<file path="config.mk">
export PLATFORM = sky130hd
export DESIGN_NAME = pdec_subtractor
export DESIGN_NICKNAME = d
export VERILOG_FILES = /design/src/rtl/pdec_pkg.sv /design/src/rtl/pdec_operand_check.sv /design/src/rtl/pdec_mag_compare.sv /design/src/rtl/pdec_digit_unit.sv /design/src/rtl/pdec_subtractor.sv
export SDC_FILE = /design/constraint.sdc
export NUM_CORES = 1
export LEC_CHECK = 0
export ABC_AREA = 1
export BUFFER_PORTS_ARGS = -buffer_cell sky130_fd_sc_hd__buf_2
export CORE_MARGIN = 2
export CORE_UTILIZATION = 30
export DETAILED_ROUTE_END_ITERATION = 10
export SLEW_MARGIN = 20
export SYNTH_ARGS = -nofsm -noshare
export SYNTH_HDL_FRONTEND = slang
export SYNTH_HIERARCHICAL = 1
export SYNTH_SLANG_ARGS = --single-unit
</file>
<file path="constraint.sdc">
create_clock -name clk -period 7.7 [get_ports clk]
set_input_delay 1.54 -clock clk [delete_from_list [all_inputs] [get_ports clk]]
set_output_delay 1.54 -clock clk [all_outputs]
set_load 0.02 [all_outputs]
</file>
<file path="src/rtl/pdec_pkg.sv">
package pdec_pkg;

  typedef enum logic {
    ST_IDLE = 1'b0,
    ST_RUN  = 1'b1
  } run_state_e;

  localparam logic [3:0] SIGN_NEG      = 4'hD;
  localparam logic [3:0] SIGN_POS_PREF = 4'hF;
  localparam logic [3:0] SIGN_POS_STD  = 4'hC;

  localparam int unsigned FLG_LT = 3;
  localparam int unsigned FLG_GT = 2;
  localparam int unsigned FLG_EQ = 1;
  localparam int unsigned FLG_SO = 0;

  // Codes 0xA..0xF are legal signs; everything below is rejected.
  function automatic logic sign_ok(input logic [3:0] code);
    return code >= 4'hA;
  endfunction

  function automatic logic sign_neg(input logic [3:0] code);
    return (code == 4'hB) || (code == 4'hD);
  endfunction

  // One decimal digit step: returns {carry_or_borrow, digit}.
  function automatic logic [4:0] digit_step(input logic [3:0] x,
                                            input logic [3:0] y,
                                            input logic       cin,
                                            input logic       sub);
    logic [4:0] t;
    if (sub) begin
      t = {1'b0, x} + 5'd10 - {1'b0, y} - {4'b0000, cin};
      if (t >= 5'd10) begin
        t = t - 5'd10;
        return {1'b0, t[3:0]};
      end
      return {1'b1, t[3:0]};
    end
    t = {1'b0, x} + {1'b0, y} + {4'b0000, cin};
    if (t > 5'd9) begin
      t = t - 5'd10;
      return {1'b1, t[3:0]};
    end
    return {1'b0, t[3:0]};
  endfunction

  function automatic logic [3:0] pick_sign(input logic neg, input logic pref);
    if (neg) return SIGN_NEG;
    return pref ? SIGN_POS_PREF : SIGN_POS_STD;
  endfunction

  function automatic logic [3:0] make_flags(input logic bad,
                                            input logic nonzero,
                                            input logic ovf,
                                            input logic neg);
    logic [3:0] f;
    f = 4'b0000;
    if (bad) begin
      f[FLG_SO] = 1'b1;
    end else if (!nonzero && !ovf) begin
      f[FLG_EQ] = 1'b1;
    end else begin
      f[FLG_LT] = neg;
      f[FLG_GT] = !neg;
      f[FLG_SO] = ovf;
    end
    return f;
  endfunction

endpackage

</file>
<file path="src/rtl/pdec_operand_check.sv">
module pdec_operand_check
  import pdec_pkg::*;
#(
  parameter int unsigned DIGITS = 31
)
(
  input  logic [DIGITS*4+3:0] opnd,
  output logic                valid,
  output logic                neg,
  output logic                zero
);
  logic [DIGITS-1:0] dig_bad;
  logic [DIGITS-1:0] dig_nz;

  for (genvar g = 0; g < DIGITS; g++) begin : g_dig
    localparam int unsigned LSB = 4 + 4 * g;
    assign dig_bad[g] = opnd[LSB+3:LSB] > 4'd9;
    assign dig_nz[g]  = opnd[LSB+3:LSB] != 4'd0;
  end

  assign valid = sign_ok(opnd[3:0]) && !(|dig_bad);
  assign neg   = sign_neg(opnd[3:0]);
  assign zero  = !(|dig_nz);
endmodule

</file>
<file path="src/rtl/pdec_mag_compare.sv">
module pdec_mag_compare #(
  parameter int unsigned DIGITS = 31
)
(
  input  logic [DIGITS*4-1:0] mag_x,
  input  logic [DIGITS*4-1:0] mag_y,
  output logic                x_gt_y,
  output logic                x_eq_y
);
  // Scan digits from the top: the first unequal digit decides.
  logic [DIGITS:0] gt_chain;
  logic [DIGITS:0] eq_chain;

  assign gt_chain[DIGITS] = 1'b0;
  assign eq_chain[DIGITS] = 1'b1;

  for (genvar g = DIGITS - 1; g >= 0; g--) begin : g_cmp
    logic [3:0] dx;
    logic [3:0] dy;
    assign dx = mag_x[4*g+3:4*g];
    assign dy = mag_y[4*g+3:4*g];
    assign gt_chain[g] = gt_chain[g+1] || (eq_chain[g+1] && (dx > dy));
    assign eq_chain[g] = eq_chain[g+1] && (dx == dy);
  end

  assign x_gt_y = gt_chain[0];
  assign x_eq_y = eq_chain[0];
endmodule

</file>
<file path="src/rtl/pdec_digit_unit.sv">
module pdec_digit_unit
  import pdec_pkg::*;
(
  input  logic [3:0] dig_x,
  input  logic [3:0] dig_y,
  input  logic       cin,
  input  logic       sub,
  output logic [3:0] dig_out,
  output logic       cout
);
  logic [4:0] step;
  assign step    = digit_step(dig_x, dig_y, cin, sub);
  assign dig_out = step[3:0];
  assign cout    = step[4];
endmodule

</file>
<file path="src/rtl/pdec_subtractor.sv">
module pdec_subtractor
  import pdec_pkg::*;
#(
  parameter int unsigned DIGITS = 31
)
(
  input  logic                clk,
  input  logic                rst_n,
  input  logic                start,
  input  logic                pref_sign,
  input  logic [DIGITS*4+3:0] opnd_a,
  input  logic [DIGITS*4+3:0] opnd_b,
  output logic                busy,
  output logic                done,
  output logic [DIGITS*4+3:0] result,
  output logic [3:0]          flags
);
  localparam int unsigned MW = DIGITS * 4;
  localparam int unsigned W  = MW + 4;
  localparam int unsigned IW = $clog2(DIGITS + 1);
  localparam logic [IW-1:0] LAST_IDX = IW'(DIGITS - 1);

  // operand classification
  logic a_valid, a_neg, a_zero;
  logic b_valid, b_neg, b_zero;
  logic a_gt_b, mag_eq;

  pdec_operand_check #(.DIGITS(DIGITS)) u_check_a (
    .opnd (opnd_a), .valid(a_valid), .neg(a_neg), .zero(a_zero)
  );
  pdec_operand_check #(.DIGITS(DIGITS)) u_check_b (
    .opnd (opnd_b), .valid(b_valid), .neg(b_neg), .zero(b_zero)
  );
  pdec_mag_compare #(.DIGITS(DIGITS)) u_cmp (
    .mag_x (opnd_a[W-1:4]), .mag_y(opnd_b[W-1:4]),
    .x_gt_y(a_gt_b),        .x_eq_y(mag_eq)
  );

  // Effective signs of A and of -B; a zero magnitude is always positive.
  logic a_eff_neg, b_eff_neg, mode_sub, swap, res_neg_d, bad_d;
  assign a_eff_neg = a_neg && !a_zero;
  assign b_eff_neg = !b_neg && !b_zero;
  assign mode_sub  = a_eff_neg ^ b_eff_neg;
  assign swap      = mode_sub && !a_gt_b;
  assign res_neg_d = mode_sub ? (!mag_eq && (a_gt_b ? a_eff_neg : b_eff_neg))
                              : a_eff_neg;
  assign bad_d     = !(a_valid && b_valid);

  // sequencing state
  run_state_e    state_q;
  logic [IW-1:0] idx_q;
  logic [MW-1:0] big_q, small_q, acc_q;
  logic          carry_q, sub_q, neg_q, ps_q, bad_q, nz_q;

  // named events for the checker
  logic accept;
  logic last_digit;
  assign busy       = (state_q == ST_RUN);
  assign accept     = start && !busy;
  assign last_digit = busy && (idx_q == LAST_IDX);

  logic [3:0] dig_res;
  logic       dig_cout;
  pdec_digit_unit u_digit (
    .dig_x  (big_q[3:0]),
    .dig_y  (small_q[3:0]),
    .cin    (carry_q),
    .sub    (sub_q),
    .dig_out(dig_res),
    .cout   (dig_cout)
  );

  logic       nz_final, ovf_final;
  assign nz_final  = nz_q || (dig_res != 4'd0);
  assign ovf_final = dig_cout && !sub_q;

  always_ff @(posedge clk or negedge rst_n) begin
    if (!rst_n) begin
      state_q <= ST_IDLE;
      idx_q   <= '0;
      big_q   <= '0;
      small_q <= '0;
      acc_q   <= '0;
      carry_q <= 1'b0;
      sub_q   <= 1'b0;
      neg_q   <= 1'b0;
      ps_q    <= 1'b0;
      bad_q   <= 1'b0;
      nz_q    <= 1'b0;
      done    <= 1'b0;
      result  <= '0;
      flags   <= '0;
    end else begin
      done <= 1'b0;
      if (accept) begin
        state_q <= ST_RUN;
        idx_q   <= '0;
        big_q   <= swap ? opnd_b[W-1:4] : opnd_a[W-1:4];
        small_q <= swap ? opnd_a[W-1:4] : opnd_b[W-1:4];
        acc_q   <= '0;
        carry_q <= 1'b0;
        sub_q   <= mode_sub;
        neg_q   <= res_neg_d;
        ps_q    <= pref_sign;
        bad_q   <= bad_d;
        nz_q    <= 1'b0;
      end else if (busy) begin
        big_q   <= {4'h0, big_q[MW-1:4]};
        small_q <= {4'h0, small_q[MW-1:4]};
        acc_q   <= {dig_res, acc_q[MW-1:4]};
        carry_q <= dig_cout;
        nz_q    <= nz_final;
        idx_q   <= idx_q + 1'b1;
        if (last_digit) begin
          state_q <= ST_IDLE;
          done    <= 1'b1;
          result  <= {dig_res, acc_q[MW-1:4], pick_sign(neg_q, ps_q)};
          flags   <= make_flags(bad_q, nz_final, ovf_final, neg_q);
        end
      end
    end
  end
endmodule

</file>
==> results of run 1 <==
## sequential cells by signal, indices dropped and copies added, names as in the netlist
name,flops
acc_q,120
bad_q,1
big_q,124
busy,1
carry_q,1
done,1
flags,4
idx_q,5
neg_q,1
nz_q,1
ps_q,1
result,127
small_q,124
sub_q,1
## final timing paths
| path | cells after the start | endpoint | start | slack (ns) |
|---|---|---|---|---|
| min in group asynchronous | 1 | result[90] | rst_n | 0.93 |
| hold / removal | 2 | result[75] | result[75] | 0.48 |
| max in group asynchronous | 2 | big_q[50] | rst_n | 5.35 |
| setup reg to reg | 7 | big_q[59] | busy | 3.46 |
| hold reg to reg | 2 | result[75] | result[75] | 0.48 |
| setup / recovery | 23 | small_q[38] | opnd_b[127] | 2.70 |
## stage by stage
stage               power (mW)  instance area, sq um
CTS                       11.4                 34200
detailed placement        8.44                 32100
global route              12.2                 34200
global placement          8.34                 32100
floorplan                 7.09                 29300
finish                    11.3                 34200
## layout by cell type (no fill, tap or decap), types with 97 or more instances in the layout
master	Yosys	routed
o21ai_1	106	106
o21ai_0	191	191
ha_1	135	135
nand2_1	794	793
inv_1	617	616
buf_2	116	392
nand3_1	285	285
o22ai_1	125	125
nor2_1	392	392
dfrtp_1	512	511
a21oi_1	320	320
a22oi_1	97	97
## power groups by stage
stage | Sequential, mW | Clock [mW] | Combinational (mW)
3_3_place_gp | 4.38 | 0 | 3.96
2_1_floorplan | 4.54 | 0 | 2.55
6_report | 4.37 | 2.95 | 4.01
3_5_place_dp | 4.40 | 0 | 4.04
5_1_grt | 4.49 | 3.12 | 4.57
4_1_cts | 4.36 | 3.01 | 4.06
## worst min-delay path: stages, from the launching register on
cell	delay (ns)
dfrtp_1	0.34
nand2_1	0.05
o21ai_0	0.05
## layer usage
| metal | routed length [um] | track usage [%] |
|---|---|---|
| met1 | 45200 | 27.8 |
| met2 | 46600 | 32.1 |
| met3 | 9800 | 5.49 |
| met4 | 2560 | 4.87 |
| met5 | 286 | 0 |
## kinds of logic (layout without fill, tap and decap cells)
| group | count (synthesis) | count (layout) | synth area share [%] |
|---|---|---|---|
| and+or+nand+nor | 1542 | 1542 | 21.9 |
| AOI/OAI and AO/OA | 881 | 881 | 16.8 |
| buffers and inverters | 833 | 1147 | 11.4 |
| DFF | 512 | 512 | 43.8 |
| adders and majority gates | 140 | 140 | 6.11 |
| xor gates and xnor gates | 1 | 1 | 0.0299 |
| other | 0 | 17 | 0 |
## area by class of cell
type	count	share of cell area [%]
Antenna cell	17	0.124
Clock buffer	85	5.02
Clock inverter	24	0.929
Inverter	623	6.87
Multi-Input combinational cell	2564	38.4
Sequential cell	512	37.5
Tap cell	1276	4.67
Timing Repair Buffer	415	6.48
==> reports/qor.txt, run 1 <==
total routed wirelength: 104000 um
Finished Core Util: 35.4%
Starting DRT DRC Count: 2278
fillcell total: 10200
fraction of layout cells with a size suffix above 1: 13.6%
worst slew pin tran: 1.10 ns
die height: 316 um
sequential cell area fraction in the yosys report: 43.8%
I/O pin total: 394
area leader, netlist: dfrtp_1
VDD IR-drop max: 217 uV
worst clock skew: 0.0168 ns
cell row count: 114
CP top delay family: simple AND/OR/NAND/NOR gates
most area-consuming cells after synthesis: dfrtp_1 (44%), nand2_1 (10%), inv_1 (7.9%), ha_1 (5.8%), a21oi_1 (5.5%)
Final period util: 65.0%
number of global-route vias before repair: 25900
Pint: 6.97 mW
Multi-input gate area: 13100 sq um
Max clock buf depth: 3
slowest stage delay, CP: 0.57 ns
H-tree depth: 2
Pre-antenna DRT Iters: 6
Crit-path slowest cell: nand3_4
clock sink count: 512
hold_buf cts: 0
Slew HR: 26.5%
cts repair resizes: 0
Syn Inst Count: 3909
PortBufs: 393
DIE AREA: 100000 sq um
RSZ-0062 raised after global routing: no
Comb power frac: 35.4%
CTS clock-pin slew for the worst setup and hold paths: 0.06 ns
core area: 96700 sq um
Max Fclk: 200 MHz
Crit Path Class: input port to flip-flop
Reg area: 12800 sq um
Post-synth EDFFs: 0
Fin Setup TNS: 0 ns
Most used DFF post-synth: dfrtp_1
Hold/Removal Path Class: flip-flop to flip-flop
share of the synthesized area in the top cell type: 43.8%
Area Overhead vs Synth: 16.8%
CTS tree: yes
Ys Warns: 6
crit path max fanout: 69
status: finished clean
Num CTS Buffers: 60
Crit. End Element: flip-flop
Mapped Nets: 4309
placed insts: 5390
DR vias/cell: 4.93
clk root buf: clkbuf_16
final antenna-violating net count: 0
CP cell instances: buf_2 > inv_1 > ha_1 > nand2_1 > nor2_4 > inv_1 > nand2_1 > nand2_1 > nor2_1 > nand3_1 > a21oi_1 > nand3_1 > nor2_1 > nand3_1 > nor2_1 > nand3_1 > inv_2 > nand3_4 > inv_1 > buf_4 > nand2_1 > nand3_1 > nand3_1
Hold Vio Cnt, Final: 0
Hold WS: 0.479 ns
fraction of registers with async set/reset: 100%
max-slew violations: 0
Post-Place Setup Slack: 2.08 ns
antenna violations before repair: 53
Startpoint Class: input port
Synth top cells by count: nand2_1 (794), inv_1 (617), dfrtp_1 (512), nor2_1 (392), a21oi_1 (320)
Post-DP HPWL: 74900 um
worst path required time: 8.20 ns
final setup vio count: 0
Tmin final: 5.00 ns
Post-CTS Setup Inserts: 0
vias: 27200
switch share: 38.5%
clock share of power: 26.1%
Sw Pwr: 4.37 mW
P_leak: 18.2 nW
Post-Synthesis Cell Area: 29300 sq um
post-route setup slack: 2.70 ns
total grt overflow: 0
Finished Layout Cells: 5516
Tot GR Track Use: 20.4%
largest net degree at the start of global routing: 160
PwrDens: 331 nW/um^2
Arr. time, crit path: 5.50 ns
gpl congestion: 0.880
count leader, synth: nand2_1
wire per inst: 18.9 um
die extent in x: 316 um
max_cap viols: 0
final net count: 4576
first-pass GRT wire length: 157000 um
distinct cell type count after synthesis: 48
crit-path most repeated cell: nand3_1
initial core utilization: 30.3%
DRC: 0
Seq pwr share: 38.5%
synthesized area per cell: 7.49 sq um
Synth Register Bits: 512
Worst-Skew Late Latency: 0.63 ns
Worst Path Buf+Inv: 6
(Power assumes the default switching activity.)
==> run 2: changes to the inputs <==
--- a/config.mk
+++ b/config.mk
@@ -5,7 +5,7 @@
 export SDC_FILE = /design/constraint.sdc
 export NUM_CORES = 1
 export LEC_CHECK = 0
-export ABC_AREA = 1
+export ABC_AREA = 0
 export BUFFER_PORTS_ARGS = -buffer_cell sky130_fd_sc_hd__buf_2
 export CORE_MARGIN = 2
 export CORE_UTILIZATION = 30
==> constraint.sdc (replaced) <==
create_clock -name clk -period 4.43 [get_ports clk]
set_input_delay 0.886 -clock clk [delete_from_list [all_inputs] [get_ports clk]]
set_output_delay 0.886 -clock clk [all_outputs]
set_load 0.02 [all_outputs]
==> reports/qor.txt, run 2 <==
Finished Layout Cells: 5178
Arr. time, crit path: 4.86 ns
PortBufs: 393
final net count: 4225
Synth Register Bits: 512
largest net degree at the start of global routing: 208
placed insts: 5049
slowest stage delay, CP: 0.52 ns
Area Overhead vs Synth: 19.3%
area leader, netlist: dfrtp_1
Max clock buf depth: 3
Power, Total: 20.1 mW
core area: 98700 sq um
cell row count: 115
sequential cell area fraction in the yosys report: 42.8%
Crit-path slowest cell: a2bb2oi_1
Crit. End Element: flip-flop
die extent in x: 320 um
P_leak: 15.9 nW
Max Fclk: 229 MHz
Finished Core Util: 36.2%
synthesized area per cell: 8.49 sq um
Post-DP Area: 33600 sq um
I/O pin total: 394
fin area: 35700 sq um
Slew HR: 8.08%
most area-consuming cells after synthesis: dfrtp_1 (43%), nand2_1 (8.5%), o21ai_0 (6.3%), ha_1 (5.6%), o211ai_1 (5.3%)
RSZ-0062 raised after global routing: no
cts repair resizes: 0
clk root buf: clkbuf_16
VDD IR-drop max: 351 uV
max_cap viols: 0
total routed wirelength: 121000 um
antenna violations before repair: 34
CP cell instances: buf_2 > inv_1 > ha_1 > and4_4 > nand3b_4 > nor4_4 > nand4_2 > nor3_2 > nand4_1 > o211ai_1 > buf_4 > nor2_1 > a2bb2oi_1 > o21ai_0
Tot GR Track Use: 23.0%
vias: 29100
final antenna-violating net count: 0
status: finished clean
H-tree depth: 2
Num CTS Buffers: 61
Post-Synthesis Cell Area: 30000 sq um
max-slew violations: 0
number of global-route vias before repair: 27800
Biggest register: result
CP top delay family: simple AND/OR/NAND/NOR gates
setup slack, reg-to-reg: 0.89 ns
Critical R2R Launch: big_q[1]
most common cell after layout, fill and taps aside: nand2_1
Worst R2R Path Depth: 15
Worst Path Buf+Inv: 3
worst path required time: 4.93 ns
Worst-Skew Late Latency: 0.69 ns
CTS clock-pin slew for the worst setup and hold paths: 0.06 ns
Post-synth EDFFs: 0
Startpoint Class: input port
DRC: 0
Hold Vio Cnt, Final: 0
final setup vio count: 0
hold_buf cts: 0
worst slew pin tran: 1.37 ns
DIE AREA: 102000 sq um
gpl congestion: 1.02
distinct cell type count after synthesis: 70
wire per inst: 23.4 um
first-pass GRT wire length: 180000 um
Worst R2R End: flags[2]
clock sink count: 512
Syn Inst Count: 3528
CTS tree: yes
fraction of layout cells with a size suffix above 1: 16.6%
Starting DRT DRC Count: 3063
Ys Warns: 6
Crit Path Class: input port to flip-flop
Synth top cells by count: nand2_1 (677), dfrtp_1 (512), o21ai_0 (380), o211ai_1 (212), a21oi_1 (204)
Final period util: 98.4%
Most used DFF post-synth: dfrtp_1
DR vias/cell: 5.62
Pre-antenna DRT Iters: 6
PwrDens: 561 nW/um^2
share of the synthesized area in the top cell type: 42.8%
Hold/Removal Path Class: input port to asynchronous set/reset pin
initial core utilization: 30.4%
Top Registers: result x127, big_q x124, small_q x124
Mapped Nets: 3928
Post-CTS Setup Inserts: 0
Post-DP HPWL: 85800 um
Tmin final: 4.36 ns
max reg flops: 127
fraction of registers with async set/reset: 100%
most frequent cells in the layout: nand2_1 (677), dfrtp_1 (511), buf_2 (391), o21ai_0 (380), o211ai_1 (212)
worst clock skew: 0.0485 ns
crit path max fanout: 17
total grt overflow: 0
die height: 320 um
count leader, synth: nand2_1
## run 2: changes by cell type in the layout (fill, tap and decap cells not counted), sizes merged, moves of 92 or more
| cell | delta |
|---|---|
| buf | +95 |
| inv | -459 |
| o22ai | -120 |
| o21ai | +97 |
| nand2 | -123 |
| o211ai | +210 |
| a31oi | +92 |
| a22oi | -92 |
| a21oi | -118 |
| nor3b | +150 |
| nand2b | +125 |
| nor2 | -403 |
| nand3 | -186 |
| a21o | +108 |
## run 2: final cells by class
| type | instances | area, sq um |
|---|---|---|
| flip-flops and latches | 512 | 12800 |
| multi-input cells | 2580 | 15400 |
| fillers | 10300 | 63000 |
| repair buffers | 510 | 3150 |
| inverters | 160 | 609 |
| clock buffers | 86 | 1770 |
| diodes | 18 | 45.0 |
| well taps | 1287 | 1610 |
| clock inverters | 25 | 347 |
## run 2: layer usage
layer  GRT usage, %  up-vias  part of all wire, %
li1               -    13200                    -
met1           30.9    14100                   42
met2           33.8     1481                   42
met3           5.81      324                   10
met4           12.2       30                  5.6
met5              0        -                 0.16
## run 2: worst max-delay path by stage
stage / from / to / slack (ns) / cells after the start
floorplan: opnd_b[119] / big_q[104] / 0.76 / 15
global placement: opnd_b[125] / neg_q / -0.34 / 14
detailed placement: opnd_b[125] / neg_q / -0.36 / 14
CTS: opnd_b[125] / neg_q / 0.34 / 14
global route: opnd_b[127] / neg_q / 0.09 / 14
finish: opnd_b[119] / neg_q / 0.07 / 14
## run 2: power by group
part	internal [mW]	total, mW	switching (mW)
combinational	2.60	6.76	4.16
sequential	6.54	7.90	1.36
clock	3.24	5.40	2.16
## run 2: kinds of logic after synthesis
kind of cell | count (synthesis) | share of synthesized area, %
simple gates | 1364 | 23.4
compound gates | 1066 | 21.5
flops | 512 | 42.8
buf+inv | 436 | 6.04
fa+ha+maj | 140 | 5.97
xor+xnor | 9 | 0.351
mux | 1 | 0.0334
## run 2: per-stage QoR
stage          TNS [ns]  setup slack (ns)  hold slack (ns)
6_report              0            0.0699            0.301
5_1_grt               0            0.0902            0.369
4_1_cts               0             0.339            0.341
3_5_place_dp     -40.67            -0.364            0.457
3_3_place_gp     -31.37            -0.345            0.453
2_1_floorplan         0             0.759            0.440
